<file path="config.mk">
export PLATFORM = sky130hd
export DESIGN_NAME = fdiv_early_out
export DESIGN_NICKNAME = d
export VERILOG_FILES = /design/src/rtl/fdiv_pkg.sv /design/src/rtl/fdiv_ctrl.sv /design/src/rtl/fdiv_lane.sv /design/src/rtl/fdiv_early_out.sv
export SDC_FILE = /design/constraint.sdc
export NUM_CORES = 1
export LEC_CHECK = 0
export BUFFER_PORTS_ARGS = -buffer_cell sky130_fd_sc_hd__buf_2
export CAP_MARGIN = 20
export CORE_MARGIN = 2
export CORE_UTILIZATION = 59
export CTS_CLUSTER_SIZE = 14
export DETAILED_ROUTE_END_ITERATION = 8
export PLACE_DENSITY = 0.82
export SYNTH_ARGS = -nofsm -noshare
export SYNTH_HDL_FRONTEND = slang
export SYNTH_HIERARCHICAL = 1
export SYNTH_SLANG_ARGS = --single-unit
</file>
<file path="constraint.sdc">
create_clock -name clk -period 5.9 [get_ports clk]
set_input_delay 0.295 -clock clk [delete_from_list [all_inputs] [get_ports clk]]
set_output_delay 0.295 -clock clk [all_outputs]
set_load 0.05 [all_outputs]
</file>
<file path="src/rtl/fdiv_pkg.sv">
`timescale 1ns/1ps
// fdiv_pkg: shared constants, operand-class type and special-result encoder
// for the operand-dependent latency divider. Assumes IEEE single precision.
package fdiv_pkg;
    localparam int unsigned FP_W   = 32;
    localparam int unsigned EXP_W  = 8;
    localparam int unsigned FRAC_W = 23;
    localparam int unsigned MANT_W = FRAC_W + 1;

    typedef enum logic [1:0] {
        K_NORM = 2'd0,
        K_ZERO = 2'd1,
        K_INF  = 2'd2,
        K_NAN  = 2'd3
    } op_kind_e;

    // Encode a non-numeric outcome for a lane
    function automatic logic [FP_W-1:0] special_word(op_kind_e k, logic s);
        logic [FP_W-1:0] w;
        case (k)
            K_ZERO:  w = {s, {(FP_W-1){1'b0}}};
            K_INF:   w = {s, {EXP_W{1'b1}}, {FRAC_W{1'b0}}};
            K_NAN:   w = 32'h7FC0_0000;
            default: w = '0;
        endcase
        return w;
    endfunction
endpackage

</file>
<file path="src/rtl/fdiv_ctrl.sv">
`timescale 1ns/1ps
// fdiv_ctrl: sequencer for the divider. Accepts a request when idle, picks
// the short or long latency from the early flag, and counts mantissa steps.
// Assumes ITERS fits inside the long latency.
module fdiv_ctrl #(
    parameter int unsigned LAT_SHORT = 4,
    parameter int unsigned LAT_LONG  = 29,
    parameter int unsigned ITERS     = 25
) (
    input  logic clk,
    input  logic rst_n,
    input  logic start,
    input  logic early,
    output logic busy,
    output logic done,
    output logic load,
    output logic step,
    output logic fin
);
    localparam int unsigned CNT_W = $clog2(LAT_LONG + 1);
    localparam int unsigned IT_W  = $clog2(ITERS + 1);

    logic             busy_q, done_q;
    logic [CNT_W-1:0] cnt_q;
    logic [IT_W-1:0]  it_q;
    logic [CNT_W-1:0] chk_q;

    // Handshake decode
    always_comb begin
        load = start && !busy_q;
        fin  = busy_q && (cnt_q == '0);
        step = busy_q && (it_q != '0);
    end

    assign busy = busy_q;
    assign done = done_q;

    // Latency counter, step counter and status registers
    always_ff @(posedge clk) begin
        if (!rst_n) begin
            busy_q <= 1'b0;
            done_q <= 1'b0;
            cnt_q  <= '0;
            it_q   <= '0;
        end else begin
            done_q <= fin;
            if (load) begin
                busy_q <= 1'b1;
                cnt_q  <= early ? CNT_W'(LAT_SHORT - 1) : CNT_W'(LAT_LONG - 1);
                it_q   <= IT_W'(ITERS);
            end else if (busy_q) begin
                if (cnt_q == '0) busy_q <= 1'b0;
                else             cnt_q  <= cnt_q - 1'b1;
                if (it_q != '0)  it_q   <= it_q - 1'b1;
            end
        end
    end

    // Checker counter: edges elapsed since acceptance
    always_ff @(posedge clk) begin
        if (!rst_n)      chk_q <= '0;
        else if (load)   chk_q <= '0;
        else if (busy_q) chk_q <= chk_q + 1'b1;
    end


    latency_chk: assert property (@(posedge clk) disable iff (!rst_n)
        done |-> (chk_q == CNT_W'(LAT_SHORT) || chk_q == CNT_W'(LAT_LONG)));

    busy_done_excl_chk: assert property (@(posedge clk) disable iff (!rst_n)
        !(busy && done));

    done_pulse_chk: assert property (@(posedge clk) disable iff (!rst_n)
        done |=> !done);
endmodule

</file>
<file path="src/rtl/fdiv_lane.sv">
`timescale 1ns/1ps
// fdiv_lane: one single-precision lane. It classifies the operands on load,
// runs restoring division one bit per step, and packs the quotient with
// round-toward-zero on fin. Subnormals are treated as zero; Inf/NaN inputs
// are assumed absent.
module fdiv_lane
    import fdiv_pkg::*;
(
    input  logic            clk,
    input  logic            rst_n,
    input  logic            load,
    input  logic            step,
    input  logic            fin,
    input  logic            active,
    input  logic [FP_W-1:0] op_a,
    input  logic [FP_W-1:0] op_b,
    output logic            zero_o,
    output logic [FP_W-1:0] res_o,
    output logic            dz_o
);
    localparam int unsigned REM_W = MANT_W + 1;

    logic a_zero, b_zero;
    logic act_q, sign_q, dz_q;
    op_kind_e kind_q, kind_in;
    logic signed [9:0] ediff_q, e_fin;
    logic [MANT_W-1:0] div_q;
    logic [REM_W-1:0]  rem_q, quo_q;
    logic [REM_W:0]    trial;
    logic              ge;
    logic [FRAC_W-1:0] frac;
    logic [FP_W-1:0]   packed_w, res_q;

    // Operand classification
    always_comb begin
        a_zero = (op_a[30:23] == '0);
        b_zero = (op_b[30:23] == '0);
        zero_o = a_zero || b_zero;
        if (a_zero && b_zero) kind_in = K_NAN;
        else if (a_zero)      kind_in = K_ZERO;
        else if (b_zero)      kind_in = K_INF;
        else                  kind_in = K_NORM;
    end

    // Restoring trial subtraction
    always_comb begin
        trial = {1'b0, rem_q} - {2'b00, div_q};
        ge    = !trial[REM_W];
    end

    // Normalize, range-check and pack the quotient
    always_comb begin
        e_fin = ediff_q - (quo_q[MANT_W] ? 10'sd0 : 10'sd1);
        frac  = quo_q[MANT_W] ? quo_q[MANT_W-1:1] : quo_q[MANT_W-2:0];
        if (kind_q != K_NORM)      packed_w = special_word(kind_q, sign_q);
        else if (e_fin >= 10'sd255) packed_w = special_word(K_INF, sign_q);
        else if (e_fin <= 10'sd0)   packed_w = special_word(K_ZERO, sign_q);
        else                        packed_w = {sign_q, e_fin[7:0], frac};
    end

    // Operand capture and division iteration
    always_ff @(posedge clk) begin
        if (!rst_n) begin
            act_q   <= 1'b0;
            sign_q  <= 1'b0;
            kind_q  <= K_NORM;
            ediff_q <= '0;
            div_q   <= '0;
            rem_q   <= '0;
            quo_q   <= '0;
        end else if (load) begin
            act_q   <= active;
            sign_q  <= op_a[31] ^ op_b[31];
            kind_q  <= kind_in;
            ediff_q <= $signed({2'b00, op_a[30:23]}) - $signed({2'b00, op_b[30:23]}) + 10'sd127;
            div_q   <= {1'b1, op_b[FRAC_W-1:0]};
            rem_q   <= {2'b01, op_a[FRAC_W-1:0]};
            quo_q   <= '0;
        end else if (step) begin
            rem_q <= ge ? {trial[MANT_W-1:0], 1'b0} : {rem_q[MANT_W-1:0], 1'b0};
            quo_q <= {quo_q[MANT_W-1:0], ge};
        end
    end

    // Result registers, updated at completion
    always_ff @(posedge clk) begin
        if (!rst_n) begin
            res_q <= '0;
            dz_q  <= 1'b0;
        end else if (fin) begin
            res_q <= act_q ? packed_w : '0;
            dz_q  <= act_q && (kind_q == K_INF);
        end
    end

    assign res_o = res_q;
    assign dz_o  = dz_q;


    idle_lane_zero_chk: assert property (@(posedge clk) disable iff (!rst_n)
        (fin && !act_q) |=> (res_o == '0 && !dz_o));
endmodule

</file>
<file path="src/rtl/fdiv_early_out.sv">
`timescale 1ns/1ps
// fdiv_early_out: top of the operand-dependent latency divider. It builds the
// early-out decision across the lanes, instantiates one lane per LANES and a
// shared sequencer. Assumes the caller holds the operands only on the start cycle.
module fdiv_early_out #(
    parameter int unsigned LANES     = 2,
    parameter int unsigned LAT_SHORT = 4,
    parameter int unsigned LAT_LONG  = 29
) (
    input  logic                  clk,
    input  logic                  rst_n,
    input  logic                  start,
    input  logic                  vec_mode,
    input  logic [32*LANES-1:0]   op_a,
    input  logic [32*LANES-1:0]   op_b,
    output logic                  busy,
    output logic                  done,
    output logic [32*LANES-1:0]   result,
    output logic [LANES-1:0]      dz_flag
);
    localparam int unsigned ITERS = fdiv_pkg::MANT_W + 1;

    logic [LANES-1:0] lane_zero;
    logic early, load, step, fin;

    // Short path only when every participating lane has a zero operand
    always_comb begin
        early = vec_mode ? (&lane_zero) : lane_zero[0];
    end

    fdiv_ctrl #(
        .LAT_SHORT(LAT_SHORT),
        .LAT_LONG (LAT_LONG),
        .ITERS    (ITERS)
    ) u_ctrl (
        .clk  (clk),
        .rst_n(rst_n),
        .start(start),
        .early(early),
        .busy (busy),
        .done (done),
        .load (load),
        .step (step),
        .fin  (fin)
    );

    for (genvar g = 0; g < LANES; g++) begin : g_lane
        logic act;
        if (g == 0) begin : g_first
            assign act = 1'b1;
        end else begin : g_rest
            assign act = vec_mode;
        end
        fdiv_lane u_lane (
            .clk   (clk),
            .rst_n (rst_n),
            .load  (load),
            .step  (step),
            .fin   (fin),
            .active(act),
            .op_a  (op_a[32*g +: 32]),
            .op_b  (op_b[32*g +: 32]),
            .zero_o(lane_zero[g]),
            .res_o (result[32*g +: 32]),
            .dz_o  (dz_flag[g])
        );
    end


    result_hold_chk: assert property (@(posedge clk) disable iff (!rst_n)
        busy |=> (done || ($stable(result) && $stable(dz_flag))));
endmodule

</file>
==> results.cfg <==
[die]
core_um2 = 24400
dieArea_um2 = 26200
rows = 57
io_pins = 200
start_util_pct = 60.2
die_h_um = 162
die_w_um = 162

[timing]
drv_slew = 0
setup_ws_ns = 2.36
fmax_mhz = 282
finalSetupViolations = 0
rsz0062_at_grt = false
finalHoldWorstSlack_ns = 0.00388
finalSetupTns_ns = 0
finalCritPeriodShare_pct = 60.0
hold_violations = 0
fin_skew_ns = 0.0113
worstMarginPinSlew_ns = 1.06
min_period_ns = 3.54
slew_headroom_pct = 29.2

[pwr]
comb_power_share_pct = 33.1
max-vdd-ir-drop_uv = 257
switching_power_mw = 1.86
p_int_mw = 3.61
p_total_mw = 5.48
p_clk_share_pct = 31.9
switching_share_pct = 34.0
p_seq_share_pct = 35.0
p_leak_nw = 7.33
power_density_nw_per_um2 = 316

[global_routing]
grt_max_degree = 63
antenna_found_initial = 4
grt_util_all_layers_pct = 28.9
grt_pass1_wl_mm = 63.3
grt_pass1_vias = 13300
grt-ovfl-total = 0

[synth]
synth_enable_flop_cells = 0
synth_seq_area_share_pct = 34.6
synth_cells = 1750
syn_nets = 1958
synth_area_leaders = dfxtp_1, mux2i_1, ha_1, nor2_1, o21ai_0
ys_warn_count = 6
ys_seq_elements = 254
syn_area_per_cell_um2 = 8.39
async_flop_share_pct = 0
synth_top_area_share_pct = 34.6
yosys_most_used_dff = dfxtp_1
syn_area_um2 = 14700
synthTopCellsByCount = dfxtp_1, nor2_1, mux2i_1
yosysMostFrequentCell = dfxtp_1
yosys.area.top_type = dfxtp_1
synth_cell_types = 91

[cts]
cts-htree-levels = 1
worstSkewPairLatency_ns = 0.54
clock_path_buffers = 3
clock-sinks = 254
cts_made_buffers = 28
cts_setup_buffers = 0
cts_resized = 0
root_buffer = clkbuf_16
cts_tree = yes
clk_pin_slew_ns = 0.06

[setup_path]
cp_data_arrival_time_ns = 3.98
critPathLaunchType = register
r2r-end = g_lane[1].u_lane/res_o[10]
critPathKind = reg -> reg
required_ns = 6.34
reg2reg_from = g_lane[1].u_lane/quo_q[24]
endpoint = g_lane[1].u_lane/res_o[10]
reg2regPathDepth = 10
critPathMaxFanout = 25
end_kind = register
crit_start = g_lane[1].u_lane/quo_q[24]
reg2reg_slack_ns = 2.36

[layout]
multi_input_area_um2 = 8790
fin_util_pct = 71.0
area_growth_syn_to_layout_pct = 17.8
fill_cells = 1944
register_area_um2 = 5080
nNetsFinal = 2165
layout-drive-gt1-share_pct = 15.3

[placement]
dpl_worst_slack_ns = 2.41
port-buffer-count = 199
globalplace.congestion = 0.972
hpwl_mm = 27.3

[drt]
via_count = 13600
drt-vias-per-instance = 5.89
drc = 0
routed_wirelength_mm = 39.1
antenna_left = 0
firstDrtPassIters = 5
drt_iter0_markers = 739
wl_per_cell_um = 17.0

[flow_run]
maxCapViolations = 0

[run_status]
outcome = complete, no violations

[min_path]
hp-class = in -> reg
worst max-delay path, cell delays in order (launching register included):
cell and delay (ns):
dfxtp_1 0.29, buf_4 0.25, inv_1 0.10, ha_1 0.17, or4b_1 0.52, nor4_2 0.30, nand2_1 0.12, xnor2_1 0.22
a31oi_1 0.34, nand3_1 0.71, o21ai_0 0.41
placed cells by master, fill, tap and decap left out, types with 9 or more instances in the layout:
| cell | count |
|---|---|
| dfxtp_1 | 254 |
| nor2_1 | 203 |
| buf_2 | 199 |
| mux2i_1 | 158 |
| nand2_1 | 129 |
| inv_1 | 111 |
| o21ai_0 | 101 |
| a21oi_1 | 91 |
| ha_1 | 72 |
| dlygate4sd3_1 | 56 |
| a21o_1 | 45 |
| nand3_1 | 41 |
| xor2_1 | 38 |
| xnor2_1 | 30 |
| clkbuf_16 | 29 |
| a211oi_1 | 29 |
| or3_1 | 29 |
| a31oi_1 | 21 |
| o21ai_2 | 19 |
| nor3_1 | 18 |
| and3_1 | 16 |
| o21a_1 | 14 |
| o211ai_1 | 13 |
| nand2b_1 | 12 |
| nor2b_1 | 12 |
| a22oi_1 | 12 |
| nor4_1 | 11 |
| nand4_1 | 11 |
| a22o_1 | 11 |
| buf_4 | 11 |
| o22ai_1 | 10 |
| o31ai_1 | 9 |
| a32oi_1 | 9 |
| a32o_1 | 9 |
flip-flops by register name (all words and copies together), names as in the netlist, 4 cells and up:
signal	flops
g_lane.u_lane/div_q	48
g_lane.u_lane/ediff_q	20
g_lane.u_lane/kind_q	4
g_lane.u_lane/quo_q	50
g_lane.u_lane/rem_q	50
g_lane.u_lane/res_o	64
u_ctrl/cnt_q	5
u_ctrl/it_q	5
per-layer routing:
layer	GRT usage [%]	wire, µm	up-vias
li1	-	-	6662
met1	34.7	16200	6369
met4	10.6	1260	2
met5	0	11	-
met2	52.7	19400	442
met3	3.78	2290	90
cell families (layout without fill, tap and decap cells):
kind of cell / Yosys count / in the layout / share of synthesized area (%)
DFF: 254 / 254 / 34.6
other: 1 / 4 / 0.0255
AOI/OAI and AO/OA: 460 / 460 / 21.3
xor gates and xnor gates: 68 / 68 / 4.05
muxes: 158 / 158 / 10.8
adders and majority gates: 76 / 76 / 6.68
buffers and inverters: 205 / 432 / 5.61
and+or+nand+nor: 528 / 528 / 16.9
area by class of cell:
class | count | area share, %
Multi-Input combinational cell | 1291 | 50.8
Tap cell | 324 | 2.34
Sequential cell | 254 | 29.4
Inverter | 114 | 2.49
Clock inverter | 10 | 0.636
Timing Repair Buffer | 268 | 9.62
Antenna cell | 3 | 0.0434
Clock buffer | 40 | 4.72
timing repair:
item / CTS / global route
endpoints found under the hold margin: 56 / 0
endpoints found under the setup margin: 0 / 0
hold buffers: 56 / 0
through the flow:
| step | instances | cell area [µm²] |
|---|---|---|
| floorplan | 1750 | 14700 |
| global placement | 2193 | 15800 |
| detailed placement | 2195 | 15800 |
| CTS | 2301 | 17300 |
| global route | 2303 | 17300 |
| finish | 2304 | 17300 |
power by group through the flow:
stage                     combinational, mW  clock, mW  sequential, mW
final                                  1.81       1.75            1.92
after floorplan                        1.40          0            1.92
after detailed placement               1.74          0            1.95
after global placement                 1.71          0            1.94
after global routing                   2.00       1.84            1.93
after CTS                              1.79       1.77            1.91
worst min path at each step:
| stage | startpoint | to | slack, ns | cells after the start |
|---|---|---|---|---|
| after floorplan | op_a[13] | g_lane[0].u_lane/rem_q[13] | 0.40 | 2 |
| after global placement | g_lane[1].u_lane/res_o[18] | g_lane[1].u_lane/res_o[18] | 0.43 | 2 |
| after detailed placement | g_lane[0].u_lane/res_o[4] | g_lane[0].u_lane/res_o[4] | 0.44 | 2 |
| after CTS | op_b[22] | g_lane[0].u_lane/div_q[22] | 0.001 | 3 |
| after global routing | op_a[14] | g_lane[0].u_lane/rem_q[14] | 0.01 | 2 |
| final | op_b[13] | g_lane[0].u_lane/div_q[13] | 0.004 | 3 |
Note: power is estimated with default switching activity, not from simulation.
